File: src/rtl/hbs_pkg.sv
package hbs_pkg;

  typedef enum logic [2:0] {
    ST_IDLE   = 3'd0,
    ST_WHOLD  = 3'd1,
    ST_WPUSH  = 3'd2,
    ST_RFETCH = 3'd3,
    ST_RSHOW  = 3'd4,
    ST_ACK    = 3'd5
  } cyc_state_t;

  typedef struct packed {
    logic valid;   // control style is a defined one
    logic strb_n;  // combined active-low strobe
    logic rnw;     // 1 = read cycle
  } ctl_view_t;

  // Interpret the two control pins according to the strap.
  function automatic ctl_view_t decode_ctl(input logic [1:0] mode,
                                           input logic pin_a,
                                           input logic pin_b);
    ctl_view_t v;
    v = '{valid: 1'b0, strb_n: 1'b1, rnw: 1'b1};
    case (mode)
      2'b00: begin
        v.valid  = 1'b1;
        v.strb_n = pin_b;
        v.rnw    = pin_a;
      end
      2'b01: begin
        v.valid  = 1'b1;
        v.strb_n = pin_a & pin_b;
        v.rnw    = ~pin_b;
      end
      default: v = '{valid: 1'b0, strb_n: 1'b1, rnw: 1'b1};
    endcase
    return v;
  endfunction

endpackage

File: src/rtl/hbs_sync.sv
module hbs_sync #(
  parameter int WIDTH  = 3,
  parameter int STAGES = 2,
  parameter logic [WIDTH-1:0] RESET_VAL = '1
) (
  input  logic             clk,
  input  logic             rst_n,
  input  logic [WIDTH-1:0] d_i,
  output logic [WIDTH-1:0] q_o
);
  logic [WIDTH-1:0] chain [STAGES];

  generate
    for (genvar s = 0; s < STAGES; s++) begin : g_stage
      always_ff @(posedge clk or negedge rst_n) begin
        if (!rst_n) chain[s] <= RESET_VAL;
        else if (s == 0) chain[s] <= d_i;
        else chain[s] <= chain[(s == 0) ? 0 : s-1];
      end
    end
  endgenerate

  assign q_o = chain[STAGES-1];
endmodule

File: src/rtl/hbs_strobe_decode.sv
module hbs_strobe_decode
  import hbs_pkg::*;
(
  input  logic       clk,
  input  logic       rst_n,
  input  logic [1:0] mode,
  input  logic       cs_n_s,
  input  logic       pin_a_s,
  input  logic       pin_b_s,
  output logic       start_o,
  output logic       rnw_o,
  output logic       rel_o
);
  ctl_view_t view;
  logic      strb_prev;

  always_comb view = decode_ctl(mode, pin_a_s, pin_b_s);

  always_ff @(posedge clk or negedge rst_n) begin
    if (!rst_n) strb_prev <= 1'b1;
    else        strb_prev <= view.strb_n;
  end

  assign start_o = view.valid & strb_prev & ~view.strb_n & ~cs_n_s;
  assign rnw_o   = view.rnw;
  assign rel_o   = view.strb_n | cs_n_s;
endmodule

File: src/rtl/hbs_cycle_fsm.sv
module hbs_cycle_fsm
  import hbs_pkg::*;
#(
  parameter int ADDR_W = 9,
  parameter int DATA_W = 8
) (
  input  logic              clk,
  input  logic              rst_n,
  input  logic              start_i,
  input  logic              rnw_i,
  input  logic              rel_i,
  input  logic [ADDR_W-1:0] host_addr,
  input  logic [DATA_W-1:0] host_data,
  input  logic [DATA_W-1:0] mb_rdata,
  output logic [ADDR_W-1:0] mb_addr,
  output logic [DATA_W-1:0] mb_wdata,
  output logic              mb_wr,
  output logic              mb_rd,
  output logic [DATA_W-1:0] dq_o,
  output logic              dq_oe,
  output logic              rdy_n_o,
  output logic              rdy_oe,
  output cyc_state_t        state_o
);
  cyc_state_t        st, st_nx;
  logic [ADDR_W-1:0] addr_q;
  logic [DATA_W-1:0] wdat_q, rdat_q;
  logic              oe_q;

  always_comb begin
    st_nx = st;
    case (st)
      ST_IDLE:   if (start_i) st_nx = rnw_i ? ST_RFETCH : ST_WHOLD;
      ST_WHOLD:  st_nx = ST_WPUSH;
      ST_WPUSH:  st_nx = ST_ACK;
      ST_RFETCH: st_nx = ST_RSHOW;
      ST_RSHOW:  st_nx = ST_ACK;
      ST_ACK:    if (rel_i) st_nx = ST_IDLE;
      default:   st_nx = ST_IDLE;
    endcase
  end

  always_ff @(posedge clk or negedge rst_n) begin
    if (!rst_n) begin
      st     <= ST_IDLE;
      addr_q <= '0;
      wdat_q <= '0;
      rdat_q <= '0;
      oe_q   <= 1'b0;
    end else begin
      st <= st_nx;
      if (st == ST_IDLE && start_i) begin
        addr_q <= host_addr;
        wdat_q <= host_data;
      end
      if (st == ST_RFETCH) begin
        rdat_q <= mb_rdata;
        oe_q   <= 1'b1;
      end else if (st_nx == ST_IDLE) begin
        oe_q   <= 1'b0;
      end
    end
  end

  assign mb_addr  = addr_q;
  assign mb_wdata = wdat_q;
  assign mb_wr    = (st == ST_WPUSH);
  assign mb_rd    = (st == ST_RFETCH);
  assign dq_o     = rdat_q;
  assign dq_oe    = oe_q;
  assign rdy_oe   = (st != ST_IDLE);
  assign rdy_n_o  = (st != ST_ACK);
  assign state_o  = st;
endmodule

File: src/rtl/hostbus_mbx_slave.sv
module hostbus_mbx_slave
  import hbs_pkg::*;
#(
  parameter int ADDR_W      = 9,
  parameter int DATA_W      = 8,
  parameter int SYNC_STAGES = 2
) (
  input  logic              clk,
  input  logic              rst_n,
  input  logic [1:0]        hb_mode,
  input  logic              hb_cs_n,
  input  logic              hb_ctl_a,
  input  logic              hb_ctl_b,
  input  logic [ADDR_W-1:0] hb_addr,
  input  logic [DATA_W-1:0] hb_dq_i,
  output logic [DATA_W-1:0] hb_dq_o,
  output logic              hb_dq_oe,
  output logic              hb_rdy_n_o,
  output logic              hb_rdy_oe,
  output logic              hb_irq_pull,
  output logic [ADDR_W-1:0] mb_addr,
  output logic [DATA_W-1:0] mb_wdata,
  output logic              mb_wr,
  output logic              mb_rd,
  input  logic [DATA_W-1:0] mb_rdata,
  input  logic              mb_irq
);
  localparam int NSYNC = 3;

  logic [NSYNC-1:0] pins_s;
  logic             cs_sync, a_sync, b_sync;
  logic             cyc_start, cyc_rnw, cyc_rel;
  cyc_state_t       cyc_state;
  logic             irq_q;

  hbs_sync #(.WIDTH(NSYNC), .STAGES(SYNC_STAGES), .RESET_VAL('1)) u_sync (
    .clk   (clk),
    .rst_n (rst_n),
    .d_i   ({hb_cs_n, hb_ctl_a, hb_ctl_b}),
    .q_o   (pins_s)
  );
  assign {cs_sync, a_sync, b_sync} = pins_s;

  hbs_strobe_decode u_dec (
    .clk     (clk),
    .rst_n   (rst_n),
    .mode    (hb_mode),
    .cs_n_s  (cs_sync),
    .pin_a_s (a_sync),
    .pin_b_s (b_sync),
    .start_o (cyc_start),
    .rnw_o   (cyc_rnw),
    .rel_o   (cyc_rel)
  );

  hbs_cycle_fsm #(.ADDR_W(ADDR_W), .DATA_W(DATA_W)) u_fsm (
    .clk       (clk),
    .rst_n     (rst_n),
    .start_i   (cyc_start),
    .rnw_i     (cyc_rnw),
    .rel_i     (cyc_rel),
    .host_addr (hb_addr),
    .host_data (hb_dq_i),
    .mb_rdata  (mb_rdata),
    .mb_addr   (mb_addr),
    .mb_wdata  (mb_wdata),
    .mb_wr     (mb_wr),
    .mb_rd     (mb_rd),
    .dq_o      (hb_dq_o),
    .dq_oe     (hb_dq_oe),
    .rdy_n_o   (hb_rdy_n_o),
    .rdy_oe    (hb_rdy_oe),
    .state_o   (cyc_state)
  );

  always_ff @(posedge clk or negedge rst_n) begin
    if (!rst_n) irq_q <= 1'b0;
    else        irq_q <= mb_irq;
  end
  assign hb_irq_pull = irq_q;
endmodule

File: config.mk
export PLATFORM = sky130hd
export DESIGN_NAME = hostbus_mbx_slave
export DESIGN_NICKNAME = d
export VERILOG_FILES = /design/src/rtl/hbs_pkg.sv /design/src/rtl/hbs_sync.sv /design/src/rtl/hbs_strobe_decode.sv /design/src/rtl/hbs_cycle_fsm.sv /design/src/rtl/hostbus_mbx_slave.sv
export SDC_FILE = /design/constraint.sdc
export NUM_CORES = 1
export LEC_CHECK = 0
export ABC_AREA = 1
export BUFFER_PORTS_ARGS = -buffer_cell sky130_fd_sc_hd__clkbuf_2
export CAP_MARGIN = 20
export CORE_MARGIN = 2
export CORE_UTILIZATION = 33
export DETAILED_ROUTE_END_ITERATION = 8
export SLEW_MARGIN = 30
export SYNTH_ARGS = -nofsm -noshare
export SYNTH_HDL_FRONTEND = slang
export SYNTH_HIERARCHICAL = 1
export SYNTH_SLANG_ARGS = --single-unit
File: constraint.sdc
create_clock -name clk -period 1.8 [get_ports clk]
set_input_delay 0.27 -clock clk [delete_from_list [all_inputs] [get_ports clk]]
set_output_delay 0.27 -clock clk [all_outputs]
set_load 0.005 [all_outputs]
==> impl_metrics.ini, run 1 <==
[outcome]
run_status = finished clean

[placed_design]
port_buffers = 63
cell_area_after_placement_sq_um = 1910
detail_placement_hpwl_microns = 2140
place.gp.congestion = 0.769

[timing]
rsz0062_at_grt = no
fin_skew_ns = 0.00210
report.final.setup_viol = 0
timing.max_slew.rel_slack_pct = 67.6
post-route-period-util_pct = 81.8
slew_violations = 0
report.final.hold_viol_count = 0
finalWorstPathRequiredPeriod_ns = 1.47
tightestPinTransition_ns = 0.486
achievable-frequency_mhz = 679
timing.setup.tns_ns = 0

[worst_setup_path]
worst_setup_path_start_kind = register
cp_cell_sequence = inv_1, nand3_1, inv_2, clkbuf_2
worst_path_largest_cell_delay_ns = 0.44
critical_path_class = reg2out
cp_top_family = flip-flops
worst-path-max-fanout = 9
cp_data_required_time_ns = 1.53
setup_slack_reg_to_reg_ns = 0.33
timing.critical_path.slowest_stage_cell = sky130_fd_sc_hd__dfrtp_1
worst_setup_path_end_kind = primary output
count_of_buffering_cells_on_the_critical_path_with_inverters_included = 3
critical_path_arrival_ns = 1.20

[logic_synthesis]
synth.lib_cells_used.distinct = 17
synth_seq_cells = 37
post_synth_main_area_contributors = sky130_fd_sc_hd__dfrtp_1 48%, sky130_fd_sc_hd__nand2_1 13%, sky130_fd_sc_hd__dfstp_2 12%, sky130_fd_sc_hd__o21ai_2 9.6%, sky130_fd_sc_hd__inv_1 6.3%
largest_area_contributor_in_the_synthesized_netlist = sky130_fd_sc_hd__dfrtp_1
synthesis.nets = 190
synth_area_sq_um = 1550
synth_top_area_share_pct = 48.4
syn_area_per_cell_sq_um = 9.88
netlist_instances = 157
synth.yosys.seq_area_share_pct = 60.2
yosys_warnings = 6

[finish]
final_area_sq_um = 2000
number_of_antenna_repair_diodes = 0
num-nets-final = 257
area_growth_syn_to_layout_pct = 28.7
finish.utilization_pct = 44.9
layout-drive-gt1-share_pct = 48.0
filler_cell_count = 438

[cts]
cts.path.max_buffers = 2
postCtsResizedCells = 0
ctsHoldBuffers = 0
clkLatencyLatePin_ns = 0.28
cts.htree.levels = 2
clock_slew_seen_by_the_registers_of_the_worst_setup_and_hold_paths_ns = 0.07
cts-buffers-inserted = 5
post_cts_buffers = 0
tritoncts = built
cts.root.buffer_cell = sky130_fd_sc_hd__clkbuf_8
cts_sinks = 37

[global_routing]
grt_usage_pct = 12.1
grt_max_degree = 38
first_global_vias = 1155
grt.overflow.total = 0
grt_antenna_before_repair = 0
grt_first_pass_wirelength_microns = 4930

[floorplan]
std_cell_rows = 24
design.die.area_sq_um = 5270
floorplan.die.height_microns = 72.6
io_pins = 64
width_of_the_die_microns = 72.6
core_sq_um = 4440
start_util_pct = 34.9

[routing]
route.final.wire_length_microns = 2910
drt_pass1_iterations = 5
first_iter_violations = 26
routed_via_density = 4.19
num_vias = 1162
route.antenna.remaining_nets = 0
drcViolationCount = 0
routedWlPerCell_microns = 10.5

[power]
static-leakage-power_nw = 1.17
powerDensity_nw_per_um2 = 1470
max-vdd-ir-drop_uv = 658

[min_path]
min-delay-path-class = in2async

[run]
cap_viol_max_count = 0
## final cells by class
cell class              count  area, sq um  share of cell area [%]
multi-input cells          85          448                    22.4
inverters                  28          105                    5.26
flip-flops and latches     37          935                    46.8
clock buffers               5         68.8                    3.45
clock inverters             3         17.5                   0.877
repair buffers             67          358                    17.9
well taps                  52         65.1                    3.26
## layer usage
| metal | vias to the layer above | track usage, % | part of all wire [%] |
|---|---|---|---|
| met5 | - | 0 | 0 |
| met4 | 0 | 3.70 | 0.34 |
| met3 | 4 | 5.56 | 10 |
| met2 | 50 | 18.7 | 45 |
| met1 | 510 | 15.2 | 44 |
| li1 | 598 | - | - |
## report_power, final
group	total [W]	internal (W)	switching, W
registers	0.00137	0.00116	0.000209
logic	0.00100	0.000490	0.000514
clock network	0.000553	0.000267	0.000286
total	0.00293	0.00192	0.00101
## final timing paths
kind,end,cells past startpoint,from
setup / recovery,mb_rd,4,u_fsm/state_o[2]$_DFF_PN0_
hold / removal,u_fsm/mb_wdata[3]$_DFFE_PN0P_,2,rst_n
setup reg to reg,u_fsm/mb_addr[0]$_DFFE_PN0P_,9,u_sync/q_o[1]$_DFF_PN1_
hold reg to reg,u_sync/q_o[2]$_DFF_PN1_,0,u_sync/chain[5]$_DFF_PN1_
max in group asynchronous,u_sync/q_o[2]$_DFF_PN1_,2,rst_n
min in group clk,u_sync/chain[3]$_DFF_PN1_,1,hb_ctl_b
## cells in the mapped netlist
library cell and count:
sky130_fd_sc_hd__buf_6 3, sky130_fd_sc_hd__inv_2 2, sky130_fd_sc_hd__nand2_2 3, sky130_fd_sc_hd__nor2_1 1, sky130_fd_sc_hd__nor2_2 1, sky130_fd_sc_hd__nor2_4 1, sky130_fd_sc_hd__dfrtp_1 30, sky130_fd_sc_hd__nand3_2 1
sky130_fd_sc_hd__buf_4 4, sky130_fd_sc_hd__o21ai_2 17, sky130_fd_sc_hd__inv_1 26, sky130_fd_sc_hd__dfstp_2 7, sky130_fd_sc_hd__nand2_1 55, sky130_fd_sc_hd__a21oi_1 1, sky130_fd_sc_hd__o21ai_0 1, sky130_fd_sc_hd__nand3_4 1
sky130_fd_sc_hd__nand3_1 3
## sequential cells by signal, indices dropped and copies added (netlist names)
name             count
u_dec/strb_prev      1
u_fsm/mb_addr        9
u_fsm/state_o        3
u_fsm/dq_oe          1
u_fsm/dq_o           8
u_fsm/mb_wdata       8
hb_irq_pull          1
u_sync/q_o           3
u_sync/chain         3
## metrics by stage
step | power (W) | hold WS [ns] | cells | worst slack (ns)
2_1_floorplan | 0.00193 | -0.0256 | 157 | 0.474
3_3_place_gp | 0.00239 | 0.347 | 269 | 0.376
3_5_place_dp | 0.00241 | 0.348 | 269 | 0.325
4_1_cts | 0.00299 | 0.0392 | 277 | 0.308
5_1_grt | 0.00318 | 0.0423 | 277 | 0.218
6_report | 0.00293 | 0.0365 | 277 | 0.328
## worst reg2reg max path, delay by kind of cell, from the launching register on
family	cells	cell delay, ns
AOI/OAI and AO/OA	1	0.05
buffers and inverters	2	0.29
DFF	1	0.37
and+or+nand+nor	6	0.66
## cells in the final DEF (no fill, tap or decap)
cell / instances
sky130_fd_sc_hd__o21ai_0: 1
sky130_fd_sc_hd__nor2_4: 1
sky130_fd_sc_hd__buf_12: 1
sky130_fd_sc_hd__nor2_2: 1
sky130_fd_sc_hd__clkbuf_8: 5
sky130_fd_sc_hd__nand3_4: 1
sky130_fd_sc_hd__clkinvlp_4: 1
sky130_fd_sc_hd__inv_2: 2
sky130_fd_sc_hd__nand3_1: 3
sky130_fd_sc_hd__clkinv_2: 2
sky130_fd_sc_hd__inv_1: 26
sky130_fd_sc_hd__nand2_2: 3
sky130_fd_sc_hd__nand3_2: 1
sky130_fd_sc_hd__nor2_1: 1
sky130_fd_sc_hd__nand2_1: 55
sky130_fd_sc_hd__clkbuf_2: 63
sky130_fd_sc_hd__dfrtp_1: 30
sky130_fd_sc_hd__buf_4: 3
sky130_fd_sc_hd__a21oi_1: 1
sky130_fd_sc_hd__o21ai_2: 17
sky130_fd_sc_hd__dfstp_2: 7
## logic make-up after synthesis
logic type	share of synthesized area (%)
flops	60.2
buf+inv	10.9
simple gates	18.6
compound gates	10.2
Power figures use the tool's default switching activity.
==> run 2: changes to the inputs <==
==> constraint.sdc (replaced) <==
create_clock -name clk -period 1.5 [get_ports clk]
set_input_delay 0.225 -clock clk [delete_from_list [all_inputs] [get_ports clk]]
set_output_delay 0.225 -clock clk [all_outputs]
set_load 0.005 [all_outputs]
==> impl_metrics.ini, run 2 (synthesized netlist as in run 1, its figures left out) <==
[finish]
largest_register_ffs = 9
filler_cell_count = 462
area.sequential_sq_um = 935
area_growth_syn_to_layout_pct = 30.9
leading_cell_types_in_the_layout_fill_and_taps_excluded = 63 x sky130_fd_sc_hd__clkbuf_2, 55 x sky130_fd_sc_hd__nand2_1, 30 x sky130_fd_sc_hd__dfrtp_1, 26 x sky130_fd_sc_hd__inv_1, 17 x sky130_fd_sc_hd__o21ai_2
number_of_antenna_repair_diodes = 0
final_area_sq_um = 2030
finish.utilization_pct = 45.7
num-nets-final = 259
layout-drive-gt1-share_pct = 47.1
area_of_the_multi_input_gates_sq_um = 448
layout.cells.most_common = sky130_fd_sc_hd__clkbuf_2

[cts]
clkLatencyLatePin_ns = 0.28
cts.htree.levels = 2
postCtsResizedCells = 0
cts-buffers-inserted = 5
tritoncts = built
cts_sinks = 37
cts.root.buffer_cell = sky130_fd_sc_hd__clkbuf_8
cts.path.max_buffers = 2
clock_slew_seen_by_the_registers_of_the_worst_setup_and_hold_paths_ns = 0.07

[worst_setup_path]
critical_path_class = reg2reg
cp_cell_sequence = inv_1, nand2_1, nand2_2, nand3_2, nor2_2, nand3_4, buf_12, nand2_1, o21ai_2
worst_path_largest_cell_delay_ns = 0.37
worst_setup_path_end_kind = register
r2r_cells = 9
cell_with_the_most_instances_on_the_worst_path = sky130_fd_sc_hd__nand2_1
timing.rr.start = u_sync/q_o[1]$_DFF_PN1_
setup_slack_reg_to_reg_ns = 0.15
timing.rr.end = u_fsm/mb_wdata[4]$_DFFE_PN0P_
critical_path_arrival_ns = 1.52
cp_data_required_time_ns = 1.67
timing.critical_path.slowest_stage_cell = sky130_fd_sc_hd__dfstp_2
worst-path-max-fanout = 14
cp_top_family = simple AND/OR/NAND/NOR gates
count_of_buffering_cells_on_the_critical_path_with_inverters_included = 2
worst_setup_path_start_kind = register

[global_routing]
grt_usage_pct = 11.6
grt.overflow.total = 0
grt_antenna_before_repair = 0
grt_first_pass_wirelength_microns = 4710
first_global_vias = 1103
grt_max_degree = 38

[timing]
report.final.setup_viol = 0
report.final.hold_viol_count = 0
timing.setup.tns_ns = 0
rsz0062_at_grt = no
tightestPinTransition_ns = 0.465
slew_violations = 0
timing.max_slew.rel_slack_pct = 69.0
achievable-frequency_mhz = 741
fin_skew_ns = 0.00772
post-route-period-util_pct = 89.9
finalWorstPathRequiredPeriod_ns = 1.35

[routing]
drt_pass1_iterations = 4
first_iter_violations = 45
route.final.wire_length_microns = 2750
num_vias = 1131
drcViolationCount = 0
routed_via_density = 4.05
route.antenna.remaining_nets = 0
routedWlPerCell_microns = 9.85

[power]
max-vdd-ir-drop_uv = 700
static-leakage-power_nw = 1.18
powerDensity_nw_per_um2 = 1740
total_power_w = 0.00354

[placed_design]
cell_area_after_placement_sq_um = 1920
detail_placement_hpwl_microns = 2080
place.gp.congestion = 0.753
port_buffers = 63

[floorplan]
design.die.area_sq_um = 5270
io_pins = 64
start_util_pct = 34.9
floorplan.die.height_microns = 72.6
std_cell_rows = 24
core_sq_um = 4440
width_of_the_die_microns = 72.6

[min_path]
holdPathStages = 1
worstHoldEndpoint = u_sync/chain[3]$_DFF_PN1_
min-delay-path-class = in2reg
worstHoldStart = hb_ctl_b

[run]
cap_viol_max_count = 0

[outcome]
run_status = finished clean
[run 2: changes by cell type in the layout (fill, tap and decap cells not counted)]
| cell | previous run | this run |
|---|---|---|
| sky130_fd_sc_hd__clkbuf_1 | 0 | 2 |
| sky130_fd_sc_hd__clkinv_2 | 2 | 0 |
| sky130_fd_sc_hd__buf_12 | 1 | 2 |
| sky130_fd_sc_hd__clkbuf_8 | 5 | 6 |
| sky130_fd_sc_hd__clkinvlp_4 | 1 | 0 |
| sky130_fd_sc_hd__dlygate4sd3_1 | 0 | 1 |
[run 2: worst reg2reg max path: stages (launching register included)]
cell and delay [ns]:
sky130_fd_sc_hd__dfstp_2 0.37, sky130_fd_sc_hd__inv_1 0.04, sky130_fd_sc_hd__nand2_1 0.05, sky130_fd_sc_hd__nand2_2 0.07
sky130_fd_sc_hd__nand3_2 0.07, sky130_fd_sc_hd__nor2_2 0.15, sky130_fd_sc_hd__nand3_4 0.17, sky130_fd_sc_hd__buf_12 0.20
sky130_fd_sc_hd__nand2_1 0.07, sky130_fd_sc_hd__o21ai_2 0.05
[run 2: layout make-up]
cell class | instances | share of cell area, %
multi-input cells | 85 | 22.1
flip-flops and latches | 37 | 46.0
clock buffers | 8 | 4.44
well taps | 52 | 3.20
repair buffers | 69 | 19.1
inverters | 28 | 5.18
[run 2: worst max-delay path by stage]
stage,startpoint,end,slack [ns],depth (start not counted)
floorplan,u_sync/q_o[1]$_DFF_PN1_,u_fsm/mb_wdata[0]$_DFFE_PN0P_,0.17,10
global placement,u_sync/q_o[1]$_DFF_PN1_,u_fsm/mb_addr[3]$_DFFE_PN0P_,0.19,9
detailed placement,u_sync/q_o[1]$_DFF_PN1_,u_fsm/mb_addr[6]$_DFFE_PN0P_,0.15,9
CTS,u_fsm/state_o[2]$_DFF_PN0_,mb_rd,0.08,4
global route,u_sync/q_o[1]$_DFF_PN1_,u_fsm/mb_addr[1]$_DFFE_PN0P_,0.01,9
finish,u_sync/q_o[1]$_DFF_PN1_,u_fsm/mb_wdata[4]$_DFFE_PN0P_,0.15,9
[run 2: report_power, final]
| part | switching (W) | leakage [nW] | internal, W |
|---|---|---|---|
| sequential | 0.000241 | 0.447 | 0.00140 |
| clock | 0.000310 | 0.0455 | 0.000374 |
| combinational | 0.000616 | 0.691 | 0.000603 |
[run 2: what timing repair did]
action	in CTS	in global routing
setup endpoints to repair	0	1
buffers inserted	0	1
hold buffers	1	0
hold endpoints to repair	11	0
[run 2: per-layer routing]
metal / up-vias / GRT usage, % / routed length [microns]
li1: 598 / - / -
met4: 0 / 3.09 / 9
met1: 480 / 15.1 / 1270
met5: - / 0 / 0
met2: 51 / 17.6 / 1180
met3: 2 / 5.28 / 286
[run 2: metrics by stage]
stage / std cells / hold WS, ns / worst slack, ns
2_1_floorplan: 157 / -0.0706 / 0.174
3_3_place_gp: 269 / 0.304 / 0.186
3_5_place_dp: 269 / 0.305 / 0.154
5_1_grt: 279 / 0.0149 / 0.0139
4_1_cts: 278 / 0.0120 / 0.0794
6_report: 279 / 0.0298 / 0.151
